`src/rtl/mdm_pkg.sv`:
```
package mdm_pkg;
  localparam int LVL_POS = 5;
  localparam int DLT_POS = 1;
endpackage

```
`src/rtl/mdm_sync.sv`:
```
module mdm_sync #(
  parameter int   STAGES  = 2,
  parameter logic RST_VAL = 1'b1
) (
  input  logic clk,
  input  logic rst,
  input  logic d_async,
  output logic q_sync
);
  logic [STAGES-1:0] ff;

  generate
    if (STAGES == 1) begin : g_one
      always_ff @(posedge clk) begin
        if (rst) ff <= RST_VAL;
        else     ff <= d_async;
      end
    end else begin : g_chain
      always_ff @(posedge clk) begin
        if (rst) ff <= {STAGES{RST_VAL}};
        else     ff <= {ff[STAGES-2:0], d_async};
      end
    end
  endgenerate

  assign q_sync = ff[STAGES-1];
endmodule

```
`src/rtl/mdm_delta.sv`:
```
module mdm_delta #(
  parameter logic IDLE_LVL = 1'b1
) (
  input  logic clk,
  input  logic rst,
  input  logic lvl_sync,
  input  logic clr_req,
  output logic chg,
  output logic flag,
  output logic flag_nxt
);
  logic lvl_prev;

  assign chg      = lvl_sync ^ lvl_prev;
  // a change outranks the clear so an edge during a read is kept
  assign flag_nxt = chg | (flag & ~clr_req);

  always_ff @(posedge clk) begin
    if (rst) begin
      lvl_prev <= IDLE_LVL;
      flag     <= 1'b0;
    end else begin
      lvl_prev <= lvl_sync;
      flag     <= flag_nxt;
    end
  end
endmodule

```
`src/rtl/mdm_status_unit.sv`:
```
module mdm_status_unit #(
  parameter int DATA_W      = 32,
  parameter int SYNC_STAGES = 2
) (
  input  logic              clk,
  input  logic              rst,
  input  logic              reg_sel,
  input  logic              reg_rd,
  input  logic              reg_wr,
  input  logic              dsr_n_pin,
  input  logic              ie_modem,
  output logic [DATA_W-1:0] rd_data,
  output logic              irq_modem
);
  import mdm_pkg::*;

  logic lvl_sync;
  logic rd_hit;
  logic chg;
  logic dlt_flag;
  logic dlt_nxt;
  logic [DATA_W-1:0] status_w;

  // write wins over read: a combined access is a write and is ignored
  assign rd_hit = reg_sel & reg_rd & ~reg_wr;

  mdm_sync #(.STAGES(SYNC_STAGES), .RST_VAL(1'b1)) u_sync (
    .clk     (clk),
    .rst     (rst),
    .d_async (dsr_n_pin),
    .q_sync  (lvl_sync)
  );

  mdm_delta #(.IDLE_LVL(1'b1)) u_delta (
    .clk      (clk),
    .rst      (rst),
    .lvl_sync (lvl_sync),
    .clr_req  (rd_hit),
    .chg      (chg),
    .flag     (dlt_flag),
    .flag_nxt (dlt_nxt)
  );

  always_comb begin
    status_w          = '0;
    status_w[LVL_POS] = ~lvl_sync;
    status_w[DLT_POS] = dlt_flag;
  end

  always_ff @(posedge clk) begin
    if (rst) begin
      rd_data   <= '0;
      irq_modem <= 1'b0;
    end else begin
      if (rd_hit) rd_data <= status_w;
      irq_modem <= dlt_nxt & ie_modem;
    end
  end
endmodule

```
`config.mk`:
```
export PLATFORM = sky130hd
export DESIGN_NAME = mdm_status_unit
export DESIGN_NICKNAME = d
export VERILOG_FILES = /design/src/rtl/mdm_pkg.sv /design/src/rtl/mdm_sync.sv /design/src/rtl/mdm_delta.sv /design/src/rtl/mdm_status_unit.sv
export SDC_FILE = /design/constraint.sdc
export NUM_CORES = 1
export LEC_CHECK = 0
export CORE_MARGIN = 8
export CORE_UTILIZATION = 30
export CTS_CLUSTER_DIAMETER = 150
export CTS_CLUSTER_SIZE = 16
export DETAILED_ROUTE_END_ITERATION = 7
export PLACE_DENSITY = 0.83
export SLEW_MARGIN = 0
export SYNTH_ARGS = -nofsm -noshare
export SYNTH_HDL_FRONTEND = slang
export SYNTH_SLANG_ARGS = --single-unit
```
`constraint.sdc`:
```
create_clock -name clk -period 1.15 [get_ports clk]
set_input_delay 0.345 -clock clk [delete_from_list [all_inputs] [get_ports clk]]
set_output_delay 0.345 -clock clk [all_outputs]
set_load 0.01 [all_outputs]
```
# After elaboration in Yosys (flattened, before gate mapping)

Cells that the tools add are included.

Bitwise gates (word level): 9

Operators by type and width:

| operator          | count |
|---|---|
| 1-bit bitwise AND | 4 |
| 1-bit inverter    | 3 |
| 1-bit OR          | 1 |
| 1-bit XOR         | 1 |

Register bits: 7
Bits of input ports: 7
Output and inout bits: 33
Logic and storage cells: 14

# Logic depth before layout (Yosys ltp)

Gate-level depths: netlist of run 1.

Depth after elaboration: 6
Mapped depth: 2

# Cells and area by module

Synthesis of run 1 repeated with hierarchy kept, for this count alone.

Cells, all modules: 55
Area total of the unflattened synthesis: 484.2 um2

Modules (own cells, without submodules):

| module          | instances | cells each | area an instance (um2) |
|---|---|---|---|
| mdm_status_unit | 1         | 43         | 354.1 |
| mdm_delta       | 1         | 8          | 77.6 |
| mdm_sync        | 1         | 4          | 52.6 |

# Worst setup path after synthesis of run 1

Ideal clock, no wire load.

Path type: input to register
Start: input reg_sel
End: register irq_modem
Setup time: 88 ps
Arrival: 737 ps
Data required time: 1,062 ps
Slack: 325 ps
Stages on the path: 2
Path buffers: 0
Cells stage by stage: and3b_1 > o32ai_2

Longest elaborated chain between the ends: 6

RTL lines:

| what                            | line                  | source |
|---|---|---|
| start: declaration              | mdm_status_unit.sv:7  | `input logic reg_sel,` |
| 1-bit bitwise AND (2 in series) | mdm_status_unit.sv:25 | `assign rd_hit = reg_sel & reg_rd & ~reg_wr;` |
| 1-bit inverter                  | mdm_delta.sv:16       | `assign flag_nxt = chg \| (flag & ~clr_req);` |
| 1-bit bitwise AND               | mdm_delta.sv:16       |  |
| 1-bit OR                        | mdm_delta.sv:16       |  |
| 1-bit bitwise AND               | mdm_status_unit.sv:56 | `irq_modem <= dlt_nxt & ie_modem;` |
| end signal: assignment          | mdm_status_unit.sv:56 |  |
| end: declaration                | mdm_status_unit.sv:13 | `output logic irq_modem` |

No other way between the ends.
A chain may end at the register's enable or synchronous reset.

# Worst setup path after layout of run 1

Start: input reg_wr
End: register irq_modem

Longest elaborated chain between the ends: 6

RTL lines:

| what               | line                  | source |
|---|---|---|
| start: declaration | mdm_status_unit.sv:9  | `input logic reg_wr,` |
| 1-bit inverter     | mdm_status_unit.sv:25 |  |
| 1-bit bitwise AND  | mdm_status_unit.sv:25 |  |
| 1-bit inverter     | mdm_delta.sv:16       |  |
| 1-bit bitwise AND  | mdm_delta.sv:16       |  |
| 1-bit OR           | mdm_delta.sv:16       |  |
| 1-bit bitwise AND  | mdm_status_unit.sv:56 |  |

No other way between the ends.

==> flow_metrics.tcl, run 1 <==
set metrics [dict create \
    cts_tree "yes" \
    syn_area_um2 487 \
    period_share_pct 93.1 \
    grt_pass1_vias 328 \
    slew_viol_final 0 \
    cts_sinks 7 \
    drt-vias-per-instance 3.41 \
    synth_top_area_share_pct 46.3 \
    io_pins 40 \
    std_cell_rows 14 \
    clockRootBuffer "clkbuf_4" \
    critPathCaptureType "flip-flop" \
    r2r_slack_ns 0.38 \
    endpoint "irq_modem" \
    final_nets 74 \
    avgSynthCellArea_um2 9.18 \
    die_x_um 56.3 \
    drtIter0Drc 4 \
    grt_first_pass_wirelength_um 1370 \
    die_area_um2 3170 \
    antenna_found_initial 0 \
    final-setup-viol-count 0 \
    synth_seq_cells 7 \
    syn2layout_area_growth_pct 3.08 \
    dp_slack_ns -0.230 \
    antenna_cells 0 \
    power_density_nw_per_um2 1150 \
    mostFrequentLayoutCells "conb_1 (30), dfxtp_1 (7), clkdlybuf4s50_1 (5)" \
    period_needed_ns 1.07 \
    max_freq_ghz 0.934 \
    worstPathRequired_ns 1.31 \
    hold_path.class "reg -> reg" \
    grt_max_degree 10 \
    finalPower_uw 577 \
    worstPathArrival_ns 1.23 \
    yosysWarnings 0 \
    finalWorstSetupSlack_ns 0.0799 \
    track_usage_pct 5.37 \
    worst_setup_path_start_kind "primary input" \
    timing.rr.start "u_sync.ff[1]" \
    finClkSkew_ns 0.000797 \
    hpwl_um 726 \
    drive_above_1_share_pct 16.7 \
    clkLatencyLatePin_ns 0.25 \
    clk_pin_slew_ns 0.05 \
    synth_largest_area_cell "buf_4" \
    ff2ff_path_depth 2 \
    mostFrequentLayoutCell "conb_1" \
    coreArea_um2 1510 \
    critPathKind "in -> reg" \
    final_cells 82 \
    postCtsHoldBufs 0 \
    place_inst 78 \
    crit_start "reg_wr" \
    ir_drop_mv 0.558 \
    netlist_instances 53 \
    drtAntennaViolNets 0 \
    crit_fanout 2 \
    portBuffers 9 \
    drt_first_pass_iters 2 \
    status "completed" \
    timing.hold.ws_ns 0.413 \
    num_vias 280 \
    rsz0062_at_grt "false" \
    dieHeight_um 56.3 \
    clock_path_buffers 2 \
    start_util_pct 32.3 \
    post_drt_wl_per_cell_um 10.1 \
    synth.distinct_cells 13 \
    r2r_end "rd_data[5]" \
    routed_wl_um 828 \
    place_congestion 0.694 \
    h-tree-depth 1 \
    yosysSeqAreaShare_pct 28.8 \
    cap_violations 0 \
    finalHoldViolations 0 \
    drc 0 \
    finalCoreUtilization_pct 33.3 \
    p_leak_uw 0.000270 \
    synth_area_leaders "buf_4 (46%), dfxtp_1 (29%), nand2b_1 (5.1%), mux2i_1 (4.1%), o32ai_2 (3.3%)" \
    numCtsBuffers 3 \
    min_path_cells 1 \
    gr-total-overflow 0 \
]
[cell type report]
type,count,area (um^2)
tap,16,20.0
clock buffer,4,26.3
timing repair buffer,10,85.1
multi-input combinational,45,230
fill,166,1000
sequential,7,140
[state kept, by name (all words and copies together), names as in the netlist]
register / count
u_sync.ff: 2
irq_modem: 1
rd_data: 2
u_delta.flag: 1
u_delta.lvl_prev: 1
[per-layer routing]
metal | vias up | track usage [%] | part of all wire [%]
li1 | 134 | - | -
met1 | 118 | 4.00 | 32
met2 | 28 | 8.56 | 47
met3 | 0 | 6.74 | 21
met4 | 0 | 1.03 | 0
met5 | - | 0 | 0
[worst max-delay path, cell delays in order]
cell,delay [ns]
clkdlybuf4s50_1,0.46
and3b_1,0.19
o32ai_2,0.24
[where the power goes]
part           switching, uW  internal, uW
clock                   88.9           132
sequential              3.72           253
combinational           65.1          34.1
total                    158           419
[per-stage QoR]
stage	setup TNS (ns)	cell area, um^2
finish	0	502
global route	0	502
CTS	0	504
detailed placement	-1.38	488
global placement	-1.20	488
floorplan	0	596
[cells in the mapped netlist (all sizes together)]
cell type / n
conb: 1
o22ai: 1
xnor2: 1
nand2: 1
dfxtp: 7
o32ai: 1
nand2b: 4
mux2i: 2
buf: 30
or2: 3
nand3b: 1
and3b: 1
[repair_timing]
| item | in CTS | in global routing |
|---|---|---|
| setup endpoints to repair | 3 | 2 |
| gates resized for setup | 10 | 2 |
| setup buffers | 0 | 0 |
[kinds of logic after synthesis]
kind of cell / after synthesis / synth area share [%]
buffers and inverters: 30 / 46.3
AND/OR/NAND/NOR: 10 / 13.6
flip-flops: 7 / 28.8
AO/OA/AOI/OAI: 2 / 4.63
multiplexers: 2 / 4.11
XOR/XNOR: 1 / 1.80
other: 1 / 0.770
[worst min path at each step]
stage | startpoint | end
after floorplan | u_sync.ff[0] | u_sync.ff[1]
after global placement | u_sync.ff[0] | u_sync.ff[1]
after detailed placement | u_sync.ff[0] | u_sync.ff[1]
after CTS | u_sync.ff[0] | u_sync.ff[1]
after global routing | u_sync.ff[0] | u_sync.ff[1]
final | u_sync.ff[0] | u_sync.ff[1]
Note: power is estimated with default switching activity, not from simulation.
==> inputs of run 2 (changes only) <==
CELL_PAD_IN_SITES_DETAIL_PLACEMENT = 0   (was not set)
CELL_PAD_IN_SITES_GLOBAL_PLACEMENT = 1   (was not set)
CORE_UTILIZATION = 22   (was 30)
PLACE_DENSITY = 0.89   (was 0.83)
==> flow_metrics.tcl, run 2 (synthesized netlist as in run 1, its figures left out) <==
set metrics [dict create \
    status "completed" \
    power_density_nw_per_um2 1120 \
    worstPathArrival_ns 1.26 \
    final-setup-viol-count 0 \
    min_path_cells 1 \
    critPathKind "in -> reg" \
    drc 0 \
    die_x_um 63.0 \
    clock_path_buffers 2 \
    drtAntennaViolNets 0 \
    hpwl_um 701 \
    finalPower_uw 580 \
    cts_sinks 7 \
    finClkSkew_ns 0.00112 \
    portBuffers 9 \
    std_cell_rows 17 \
    track_usage_pct 4.33 \
    final_nets 74 \
    reg_top3 "rd_data (2), u_sync.ff (2)" \
    critPathCaptureType "flip-flop" \
    post_drt_wl_per_cell_um 8.64 \
    drive_above_1_share_pct 16.7 \
    postCtsHoldBufs 0 \
    finalHoldViolations 0 \
    min-delay-start "u_sync.ff[0]" \
    slew_viol_final 0 \
    period_share_pct 94.9 \
    hold_end "u_sync.ff[1]" \
    clockRootBuffer "clkbuf_4" \
    coreArea_um2 2150 \
    nFillCells 251 \
    r2r_slack_ns 0.38 \
    grt_pass1_vias 291 \
    place_congestion 0.650 \
    max_freq_ghz 0.917 \
    grt_first_pass_wirelength_um 1340 \
    routed_wl_um 812 \
    antenna_cells 0 \
    hold_path.class "reg -> reg" \
    p_leak_uw 0.000270 \
    h-tree-depth 1 \
    start_util_pct 22.7 \
    io_pins 40 \
    clkLatencyLatePin_ns 0.25 \
    cap_violations 0 \
    rsz0062_at_grt "false" \
    mostFrequentLayoutCell "conb_1" \
    dieHeight_um 63.0 \
    numCtsBuffers 3 \
    period_needed_ns 1.09 \
    num_vias 274 \
    ir_drop_mv 0.479 \
    antenna_found_initial 0 \
    die_area_um2 3970 \
    cts_tree "yes" \
    r2r_end "u_delta.flag" \
    drt-vias-per-instance 2.91 \
    grt_max_degree 10 \
    gr-total-overflow 0 \
    drt_first_pass_iters 4 \
    drtIter0Drc 2 \
    clk_pin_slew_ns 0.05 \
    worst_setup_path_start_kind "primary input" \
    place_inst 90 \
    final_cells 94 \
    worstPathRequired_ns 1.32 \
    mostFrequentLayoutCells "conb_1 (30), dfxtp_1 (7), clkdlybuf4s50_1 (5)" \
    ff2ff_path_depth 2 \
    timing.rr.start "u_delta.lvl_prev" \
    crit_fanout 2 \
    syn2layout_area_growth_pct 6.17 \
]
run 2: cell counts in the layout (fill, tap and decap cells not counted):
Identical to the previous run, type by type.
run 2: worst max path at each step:
stage / from / endpoint / slack [ns] / cells after the start
floorplan: reg_sel / irq_modem / 0.32 / 2
global placement: reg_wr / irq_modem / -0.19 / 3
detailed placement: rst / rd_data[5] / -0.21 / 3
CTS: irq_modem / irq_modem / 0.01 / 1
global route: rd_data[5] / rd_data[5] / 0.05 / 1
finish: reg_wr / irq_modem / 0.06 / 3
run 2: through the flow:
step | util [%] | area [um^2] | setup slack, ns | TNS [ns] | hold WS [ns]
floorplan | - | 596 | 0.325 | 0 | 0.389
global placement | 23.4 | 503 | -0.194 | -1.27 | 0.393
detailed placement | 23.4 | 503 | -0.211 | -1.39 | 0.403
CTS | 24.2 | 519 | 0.0119 | 0 | 0.416
global route | 24.1 | 517 | 0.0469 | 0 | 0.431
finish | 24.1 | 517 | 0.0592 | 0 | 0.415
run 2: routing by layer:
layer / GRT usage [%] / vias up / part of all wire, % / wire length, um
li1: - / 134 / - / -
met1: 3.45 / 116 / 34 / 276
met2: 5.63 / 22 / 43 / 353
met3: 5.73 / 2 / 21 / 172
met4: 2.56 / 0 / 1.1 / 9
met5: 0 / - / 0 / 0
run 2: timing repair:
item | 4_1_cts | 5_1_grt
hold endpoints to repair | 0 | 0
setup buffers | 0 | 0
gates resized for setup | 10 | 2
setup endpoints to repair | 3 | 2
run 2: worst max-delay path, stage by stage:
cell             delay (ns)
clkdlybuf4s50_1        0.47
and3b_1                0.21
o32ai_2                0.23
run 2: final cells by class:
class                      count  area, um^2  area share [%]
tap                           28        35.0            6.78
sequential                     7         140            27.1
timing repair buffer          10        85.1            16.5
multi-input combinational     45         230            44.6
clock buffer                   4        26.3            5.08
run 2: power by group:
group          switching, uW  internal, uW
clock network           91.9           132
logic                   64.8          34.1
registers               3.99           253
